$ cat src/rtl/usb_out_hs_pkg.sv
package usb_out_hs_pkg;

    typedef enum logic [1:0] {
        HS_ACK   = 2'b00,
        HS_NAK   = 2'b01,
        HS_STALL = 2'b10
    } hs_code_e;

    // Per-endpoint flag state
    typedef struct packed {
        logic busy;
        logic stall;
        logic irq;
    } ep_flags_t;

endpackage

$ cat src/rtl/usb_out_hs_decode.sv
module usb_out_hs_decode #(
    parameter int              NUM_EP       = 7,
    parameter int              ADDR_W       = 8,
    parameter int              DATA_W       = 8,
    parameter logic [ADDR_W-1:0] CSR_BASE   = 8'hC6,
    parameter logic [ADDR_W-1:0] BC_BASE    = 8'h20,
    parameter logic [ADDR_W-1:0] IRQ_CLR_ADDR = 8'h10
) (
    input  logic              cpu_wr,
    input  logic [ADDR_W-1:0] cpu_addr,
    input  logic [DATA_W-1:0] cpu_wdata,
    output logic [NUM_EP-1:0] csr_sel,
    output logic [NUM_EP-1:0] csr_wr,
    output logic [NUM_EP-1:0] bc_wr,
    output logic [NUM_EP-1:0] irq_clr
);

    logic clr_hit;
    assign clr_hit = cpu_wr && (cpu_addr == IRQ_CLR_ADDR);

    for (genvar i = 0; i < NUM_EP; i++) begin : g_dec
        localparam logic [ADDR_W-1:0] CSR_A = ADDR_W'(CSR_BASE + ADDR_W'(2 * i));
        localparam logic [ADDR_W-1:0] BC_A  = ADDR_W'(BC_BASE + ADDR_W'(2 * i));
        assign csr_sel[i] = (cpu_addr == CSR_A);
        assign csr_wr[i]  = cpu_wr && (cpu_addr == CSR_A);
        assign bc_wr[i]   = cpu_wr && (cpu_addr == BC_A);
        // Endpoint n owns clear bit n; bit 0 is unused
        assign irq_clr[i] = clr_hit && cpu_wdata[i + 1];
    end

endmodule

$ cat src/rtl/usb_out_ep_flags.sv
module usb_out_ep_flags
    import usb_out_hs_pkg::*;
(
    input  logic clk,
    input  logic rst_n,
    input  logic csr_wr,
    input  logic stall_wdata,
    input  logic bc_wr,
    input  logic xfer_hit,
    input  logic irq_clr,
    output logic busy,
    output logic stall,
    output logic irq
);

    ep_flags_t st_d, st_q;

    always_comb begin
        st_d = st_q;
        // Re-arm beats completion when both land together
        if (xfer_hit) st_d.busy = 1'b0;
        if (bc_wr)    st_d.busy = 1'b1;
        if (csr_wr)   st_d.stall = stall_wdata;
        // A new fall wins over a clear in the same cycle
        if (irq_clr)  st_d.irq = 1'b0;
        if (st_q.busy && !st_d.busy) st_d.irq = 1'b1;
    end

    always_ff @(posedge clk) begin
        if (!rst_n) st_q <= '0;
        else        st_q <= st_d;
    end

    assign busy  = st_q.busy;
    assign stall = st_q.stall;
    assign irq   = st_q.irq;

endmodule

$ cat src/rtl/usb_out_hs_select.sv
module usb_out_hs_select
    import usb_out_hs_pkg::*;
#(
    parameter int NUM_EP = 7,
    parameter int EP_W   = 3
) (
    input  logic              clk,
    input  logic              rst_n,
    input  logic              tok_valid,
    input  logic [EP_W-1:0]   tok_ep,
    input  logic [NUM_EP-1:0] busy_vec,
    input  logic [NUM_EP-1:0] stall_vec,
    output logic              hs_valid,
    output logic [EP_W-1:0]   hs_ep,
    output logic [1:0]        hs_code
);

    typedef struct packed {
        logic            valid;
        logic [EP_W-1:0] ep;
        hs_code_e        code;
    } hs_t;

    hs_t hs_d, hs_q;
    logic ep_known, sel_busy, sel_stall;

    always_comb begin
        ep_known  = 1'b0;
        sel_busy  = 1'b0;
        sel_stall = 1'b0;
        for (int i = 0; i < NUM_EP; i++) begin
            if (tok_ep == EP_W'(i + 1)) begin
                ep_known  = 1'b1;
                sel_busy  = busy_vec[i];
                sel_stall = stall_vec[i];
            end
        end
    end

    always_comb begin
        hs_d       = hs_q;
        hs_d.valid = tok_valid;
        if (tok_valid) begin
            hs_d.ep = tok_ep;
            if (!ep_known || sel_stall) hs_d.code = HS_STALL;
            else if (sel_busy)          hs_d.code = HS_NAK;
            else                        hs_d.code = HS_ACK;
        end
    end

    always_ff @(posedge clk) begin
        if (!rst_n) hs_q <= '{valid: 1'b0, ep: '0, code: HS_ACK};
        else        hs_q <= hs_d;
    end

    assign hs_valid = hs_q.valid;
    assign hs_ep    = hs_q.ep;
    assign hs_code  = hs_q.code;

endmodule

$ cat src/rtl/usb_out_hs_ctrl.sv
module usb_out_hs_ctrl #(
    parameter int              NUM_EP       = 7,
    parameter int              EP_W         = 3,
    parameter int              ADDR_W       = 8,
    parameter int              DATA_W       = 8,
    parameter logic [ADDR_W-1:0] CSR_BASE   = 8'hC6,
    parameter logic [ADDR_W-1:0] BC_BASE    = 8'h20,
    parameter logic [ADDR_W-1:0] IRQ_CLR_ADDR = 8'h10
) (
    input  logic              clk,
    input  logic              rst_n,
    input  logic              cpu_wr,
    input  logic [ADDR_W-1:0] cpu_addr,
    input  logic [DATA_W-1:0] cpu_wdata,
    output logic [DATA_W-1:0] cpu_rdata,
    input  logic              tok_valid,
    input  logic [EP_W-1:0]   tok_ep,
    input  logic              xfer_done,
    input  logic [EP_W-1:0]   xfer_ep,
    output logic              hs_valid,
    output logic [EP_W-1:0]   hs_ep,
    output logic [1:0]        hs_code,
    output logic [NUM_EP-1:0] irq
);

    logic [NUM_EP-1:0] csr_sel, csr_wr_vec, bc_wr_vec, irq_clr_vec;
    logic [NUM_EP-1:0] xfer_hit_vec, busy_vec, stall_vec;

    usb_out_hs_decode #(
        .NUM_EP(NUM_EP), .ADDR_W(ADDR_W), .DATA_W(DATA_W),
        .CSR_BASE(CSR_BASE), .BC_BASE(BC_BASE), .IRQ_CLR_ADDR(IRQ_CLR_ADDR)
    ) u_dec (
        .cpu_wr   (cpu_wr),
        .cpu_addr (cpu_addr),
        .cpu_wdata(cpu_wdata),
        .csr_sel  (csr_sel),
        .csr_wr   (csr_wr_vec),
        .bc_wr    (bc_wr_vec),
        .irq_clr  (irq_clr_vec)
    );

    for (genvar i = 0; i < NUM_EP; i++) begin : g_ep
        assign xfer_hit_vec[i] = xfer_done && (xfer_ep == EP_W'(i + 1));
        usb_out_ep_flags u_flags (
            .clk        (clk),
            .rst_n      (rst_n),
            .csr_wr     (csr_wr_vec[i]),
            .stall_wdata(cpu_wdata[0]),
            .bc_wr      (bc_wr_vec[i]),
            .xfer_hit   (xfer_hit_vec[i]),
            .irq_clr    (irq_clr_vec[i]),
            .busy       (busy_vec[i]),
            .stall      (stall_vec[i]),
            .irq        (irq[i])
        );
    end

    usb_out_hs_select #(.NUM_EP(NUM_EP), .EP_W(EP_W)) u_hs (
        .clk      (clk),
        .rst_n    (rst_n),
        .tok_valid(tok_valid),
        .tok_ep   (tok_ep),
        .busy_vec (busy_vec),
        .stall_vec(stall_vec),
        .hs_valid (hs_valid),
        .hs_ep    (hs_ep),
        .hs_code  (hs_code)
    );

    // Read port: selected status byte, zero elsewhere
    always_comb begin
        cpu_rdata = '0;
        for (int i = 0; i < NUM_EP; i++) begin
            if (csr_sel[i]) cpu_rdata = DATA_W'({busy_vec[i], stall_vec[i]});
        end
    end

endmodule

$ cat config.mk
export PLATFORM = sky130hd
export DESIGN_NAME = usb_out_hs_ctrl
export DESIGN_NICKNAME = d
export VERILOG_FILES = /design/src/rtl/usb_out_hs_pkg.sv /design/src/rtl/usb_out_hs_decode.sv /design/src/rtl/usb_out_ep_flags.sv /design/src/rtl/usb_out_hs_select.sv /design/src/rtl/usb_out_hs_ctrl.sv
export SDC_FILE = /design/constraint.sdc
export NUM_CORES = 1
export LEC_CHECK = 0
export ABC_AREA = 0
export BUFFER_PORTS_ARGS = -buffer_cell sky130_fd_sc_hd__clkbuf_2
export CORE_MARGIN = 1.5
export CORE_UTILIZATION = 45
export CTS_CLUSTER_DIAMETER = 200
export DETAILED_ROUTE_END_ITERATION = 7
export PLACE_DENSITY = 0.71
export SYNTH_ARGS = -nofsm -noshare
export SYNTH_HDL_FRONTEND = slang
export SYNTH_SLANG_ARGS = --single-unit
$ cat constraint.sdc
create_clock -name clk -period 2.5 [get_ports clk]
set_input_delay 0.5 -clock clk [delete_from_list [all_inputs] [get_ports clk]]
set_output_delay 0.5 -clock clk [all_outputs]
set_load 0.1 [all_outputs]
==> results of run 1 <==
## through the flow
step                instance area (um^2)  setup slack, ps  hold slack, ps
finish                              1850              209             465
global route                        1850             90.3             468
global placement                    1820              223             466
floorplan                           1650             -518             452
CTS                                 1850              216             460
detailed placement                  1820              223             469
## per-layer routing
metal / up-vias / track usage (%)
met2: 45 / 28.1
met3: 2 / 4.46
met5: - / 0
met4: 0 / 3.06
li1: 715 / -
met1: 652 / 23.5
## worst paths after layout
kind,endpoint,slack (ps),depth (start not counted)
setup / recovery,cpu_rdata[0],210,6
hold / removal,g_ep[2].u_flags.irq,460,4
setup reg to reg,u_hs.hs_code[0],940,4
hold reg to reg,g_ep[4].u_flags.irq,490,2
## worst max-delay path: stages
cell	delay (ps)
clkbuf_2	160
nor2b_1	370
a221o_1	220
a32oi_1	60
o22ai_1	270
buf_12	220
## logic make-up after synthesis
| kind of cell | synth area share [%] |
|---|---|
| AND/OR/NAND/NOR | 27.0 |
| AO/OA/AOI/OAI | 17.5 |
| buffers and inverters | 10.6 |
| flip-flops | 33.2 |
| multiplexers | 11.5 |
| other | 0.231 |
## flip-flops by register name (all words and copies together) (netlist names)
| signal | flops |
|---|---|
| g_ep.u_flags.busy | 7 |
| g_ep.u_flags.irq | 7 |
| g_ep.u_flags.stall | 7 |
| u_hs.hs_ep | 3 |
| u_hs.hs_code | 2 |
| u_hs.hs_valid | 1 |
## final cells by class
class	instances	area [um^2]	share of cell area, %
clock inverters	1	7.51	0.406
clock buffers	3	22.5	1.22
flip-flops and latches	27	541	29.2
well taps	46	57.6	3.11
inverters	10	37.5	2.03
multi-input cells	130	932	50.4
repair buffers	43	250	13.5
## layout by cell type, fill, tap and decap left out, types with 3 or more instances in the layout
cell type and instances:
nor2b_1 19, a21boi_1 8, dfxtp_1 27, nor2_1 3, and2_1 4, a32oi_1 7
o21ai_1 8, nand4bb_1 3, nand2_1 10, conb_1 6, clkbuf_4 3, nand3_1 7
inv_1 10, mux2i_1 16, nand4_1 7, clkbuf_2 39
## power by group through the flow
stage / Combinational (mW) / Clock [mW] / Sequential, mW
3_3_place_gp: 0.186 / 0 / 0.449
6_report: 0.188 / 0.204 / 0.440
5_1_grt: 0.198 / 0.223 / 0.441
2_1_floorplan: 0.109 / 0 / 0.487
4_1_cts: 0.187 / 0.209 / 0.440
3_5_place_dp: 0.186 / 0 / 0.449
==> flow_metrics.py, run 1 <==
metrics = {
    "sta": {
        "setup_viol": 0,
        "hold_viol": 0,
        "fin_skew_ps": 4.94,
        "rsz0062_at_grt": "false",
        "setup_tns_ps": 0,
        "fmax_mhz": 436,
        "layout_min_cycle_time_ps": 2290,
        "worst_slew_pin_slew_ps": 632,
        "finalMaxSlewViolations": 0,
        "fin_crit_sh_pct": 91.6,
        "relSlewSlack_pct": 57.8,
    },
    "synthesis": {
        "synthTopCellsByArea": "dfxtp_1, mux2i_1, nor2b_1",
        "synth_warnings": 0,
        "syn_inst": 184,
        "synth_largest_area_cell": "dfxtp_1",
        "synth_top_area_share_pct": 33.2,
        "synth_edf_count": 0,
        "async_reset_ff_share_pct": 0,
        "ys_ff_latch": 27,
        "synth-main-ff-cell": "dfxtp_1",
        "syn-cell-area_um2": 1630,
        "synth_seq_area_share_pct": 33.2,
        "post_synth_num_cell_types": 41,
        "yosys-top-cells-count": "dfxtp_1, nor2b_1, mux2i_1, buf_4",
        "yosysMostFrequentCell": "dfxtp_1",
        "synth.avg_cell_area_um2": 8.84,
    },
    "power": {
        "pwr-share-comb_pct": 22.6,
        "peakVddDrop_mv": 0.306,
        "powerDensity_nw_per_um2": 450,
        "p_int_mw": 0.547,
        "total_power_mw": 0.831,
        "p_sw_mw": 0.284,
        "clkPwrFrac_pct": 24.5,
        "p_seq_share_pct": 52.9,
        "swShare_pct": 34.1,
        "p_leak_nw": 0.787,
    },
    "floorplanning": {
        "dieWidth_um": 63.1,
        "die_area_um2": 3980,
        "num_rows": 21,
        "chipHeight_um": 63.1,
        "initial_core_util_pct": 48.0,
        "ios": 48,
        "placeableCoreArea_um2": 3390,
    },
    "critical_path": {
        "worstSetupStartpointType": "input port",
        "path_class": "in2out",
        "crit_required_ps": 2000,
        "worstSetupStartpoint": "cpu_addr[3]",
        "crit_fanout": 7,
        "cp.arrival_ps": 1790,
        "r2r_start": "g_ep[2].u_flags.stall",
        "cp-end-kind": "output port",
    },
    "global_routing": {
        "grt_max_degree": 29,
        "antenna_found_initial": 0,
        "grt_pass1_wl_mm": 5.70,
        "grt.overflow.total": 0,
        "grt_use_total_pct": 17.4,
        "grt_pass1_vias": 1263,
    },
    "placed_design": {
        "dp_cells": 256,
        "dp_hpwl_mm": 2.65,
        "gp_congestion": 0.869,
        "place.port_buffers": 41,
    },
    "min_path": {
        "worstHoldStart": "cpu_wdata[3]",
        "hold_class": "in2reg",
    },
    "clock_tree": {
        "post_cts_buffers": 0,
        "cts_tree": "yes",
        "clk_pin_slew_ps": 160,
        "htreeDepth": 1,
        "clkSinkCount": 27,
        "cts-root-buf": "clkbuf_4",
        "cts_hold_buffers": 0,
        "clk_path_buf_depth": 2,
        "cts_buffers": 3,
        "ctsResizeCount": 0,
        "clkLatencyLatePin_ps": 340,
    },
    "layout": {
        "nFillCells": 343,
        "fin_util_pct": 54.5,
        "final_cells": 260,
        "area_growth_pct": 13.6,
        "final_nets": 242,
        "insertedDiodeCount": 0,
        "drive_above_1_share_pct": 23.8,
    },
    "routing": {
        "drtIter0Drc": 81,
        "avgViaCountPerCell": 5.44,
        "m1WireLength_mm": 1.70,
        "detail-route-antenna-nets": 0,
        "via_count": 1414,
        "wl_mm": 3.53,
        "wl_met2_mm": 1.61,
        "wire_per_inst_um": 13.6,
        "topRoutingLayerUsed": "met4",
        "firstDrtPassIters": 4,
        "wl_met3_um": 201,
        "drc": 0,
    },
    "run": {
        "max_cap_violations": 0,
    },
    "run_status": {
        "status": "finished clean",
    },
}
(Power assumes the default switching activity.)
==> inputs of run 2 (changes only) <==
- BUFFER_PORTS_ARGS: -buffer_cell sky130_fd_sc_hd__clkbuf_2 -> -buffer_cell sky130_fd_sc_hd__buf_2
==> run 2 against run 1 <==
Count of clock-buffer cells in the layout did not move; critical path depth did not move; hold slack got worse by 3.8 ps; final cell count unchanged; clock skew shrank 3.5 ps; via count increased by 0.92%; first-iteration DRC count is 32% lower; combinational power hardly changed; utilization stayed put; register-to-register slack about the same; design area stayed put.
==> flow_metrics.py, run 2 (synthesis gave the netlist of run 1 again) <==
metrics = {
    "routing": {
        "wire_per_inst_um": 13.7,
        "drtIter0Drc": 55,
        "drc": 0,
        "avgViaCountPerCell": 5.49,
        "wl_mm": 3.56,
        "detail-route-antenna-nets": 0,
        "via_count": 1427,
        "firstDrtPassIters": 4,
    },
    "clock_tree": {
        "cts_tree": "yes",
        "clk_path_buf_depth": 2,
        "post_cts_buffers": 0,
        "cts-root-buf": "clkbuf_4",
        "htreeDepth": 1,
        "cts_hold_buffers": 0,
        "cts_buffers": 3,
        "clkSinkCount": 27,
        "clkLatencyLatePin_ps": 340,
        "ctsResizeCount": 0,
        "clk_pin_slew_ps": 160,
    },
    "power": {
        "pwr-share-comb_pct": 22.5,
        "p_leak_nw": 0.791,
        "p_int_mw": 0.548,
        "clkPwrFrac_pct": 25.0,
        "total_power_mw": 0.836,
        "p_seq_share_pct": 52.5,
        "p_sw_mw": 0.289,
        "swShare_pct": 34.5,
        "peakVddDrop_mv": 0.317,
        "powerDensity_nw_per_um2": 453,
    },
    "sta": {
        "rsz0062_at_grt": "false",
        "setup_viol": 0,
        "fin_skew_ps": 1.48,
        "finalMaxSlewViolations": 0,
        "relSlewSlack_pct": 58.3,
        "fmax_mhz": 430,
        "hold_viol": 0,
        "layout_min_cycle_time_ps": 2330,
        "worst_slew_pin_slew_ps": 623,
        "setup_tns_ps": 0,
        "fin_crit_sh_pct": 93.1,
    },
    "min_path": {
        "hold_class": "in2reg",
        "worstHoldStart": "cpu_wdata[6]",
    },
    "critical_path": {
        "cp-end-kind": "output port",
        "worstSetupStartpointType": "input port",
        "critical_path.max_stage_delay_ps": 400,
        "crit_required_ps": 2000,
        "r2r_start": "g_ep[2].u_flags.stall",
        "crit_fanout": 7,
        "worstSetupStartpoint": "cpu_addr[3]",
        "crit_slowest_cell": "nor2b_1",
        "cp.arrival_ps": 1830,
        "crit_chain": "buf_2, nor2b_1, a221o_1, a32oi_1, o22ai_1, buf_12",
        "path_class": "in2out",
        "crit_buf_inv": 2,
        "crit_family": "compound AO/OA/AOI/OAI gates",
    },
    "layout": {
        "final_nets": 242,
        "final_common_cell": "buf_2",
        "insertedDiodeCount": 0,
        "area_growth_pct": 13.6,
        "final_cell_mix": "buf_2, dfxtp_1, nor2b_1",
        "final_cells": 260,
        "final_area_um2": 1850,
        "drive_above_1_share_pct": 23.8,
    },
    "placed_design": {
        "dp_cells": 256,
        "place.port_buffers": 41,
        "dp_hpwl_mm": 2.60,
        "gp_congestion": 0.867,
        "placed_cell_area_um2": 1820,
    },
    "global_routing": {
        "grt.overflow.total": 0,
        "grt_pass1_vias": 1284,
        "antenna_found_initial": 0,
        "grt_max_degree": 29,
        "grt_pass1_wl_mm": 5.87,
        "grt_use_total_pct": 18.0,
    },
    "floorplanning": {
        "chipHeight_um": 63.1,
        "placeableCoreArea_um2": 3390,
        "die_area_um2": 3980,
        "num_rows": 21,
        "dieWidth_um": 63.1,
        "ios": 48,
        "initial_core_util_pct": 48.0,
    },
    "run": {
        "max_cap_violations": 0,
    },
    "run_status": {
        "status": "finished clean",
    },
}
run 2: worst reg2reg max path, delay by kind of cell, from the launching register on:
family	cells	cell delay (ps)
AO/OA/AOI/OAI	2	490
multiplexers	1	260
AND/OR/NAND/NOR	1	370
flip-flops	1	370
run 2: metrics by stage:
step                      hold WS, ps  utilization (%)  setup WS, ps
final                             461             54.5           172
after global routing              466             54.5           111
after CTS                         453             54.5           180
after detailed placement          468             53.6           187
after global placement            463             53.6           231
after floorplan                   452                -          -518
run 2: layer usage:
metal | wire [um] | track usage (%) | share of wire (%) | up-vias
met5 | 0 | 0 | 0 | -
met3 | 187 | 3.57 | 5.2 | 5
met2 | 1620 | 28.9 | 45 | 47
met1 | 1720 | 25.1 | 48 | 663
li1 | - | - | - | 712
met4 | 33 | 3.33 | 0.93 | 0
run 2: power groups by stage:
stage	clock network, mW	logic, mW	registers [mW]
after global placement	0	0.186	0.448
after CTS	0.216	0.188	0.440
after floorplan	0	0.109	0.487
final	0.209	0.188	0.439
after detailed placement	0	0.187	0.448
after global routing	0.226	0.199	0.440
run 2: cell type report:
| cell class | instances | area [um^2] |
|---|---|---|
| Multi-Input combinational cell | 130 | 932 |
| Inverter | 10 | 37.5 |
| Fill cell | 342 | 1540 |
| Sequential cell | 27 | 541 |
| Timing Repair Buffer | 43 | 250 |
| Clock buffer | 3 | 22.5 |
| Clock inverter | 1 | 7.51 |
| Tap cell | 46 | 57.6 |
run 2: final timing paths:
| check | slack (ps) | cells after the start | to |
|---|---|---|---|
| hold reg to reg | 480 | 2 | g_ep[1].u_flags.irq |
| setup reg to reg | 950 | 4 | u_hs.hs_code[0] |
| hold / removal | 460 | 4 | g_ep[5].u_flags.irq |
| setup / recovery | 170 | 6 | cpu_rdata[0] |
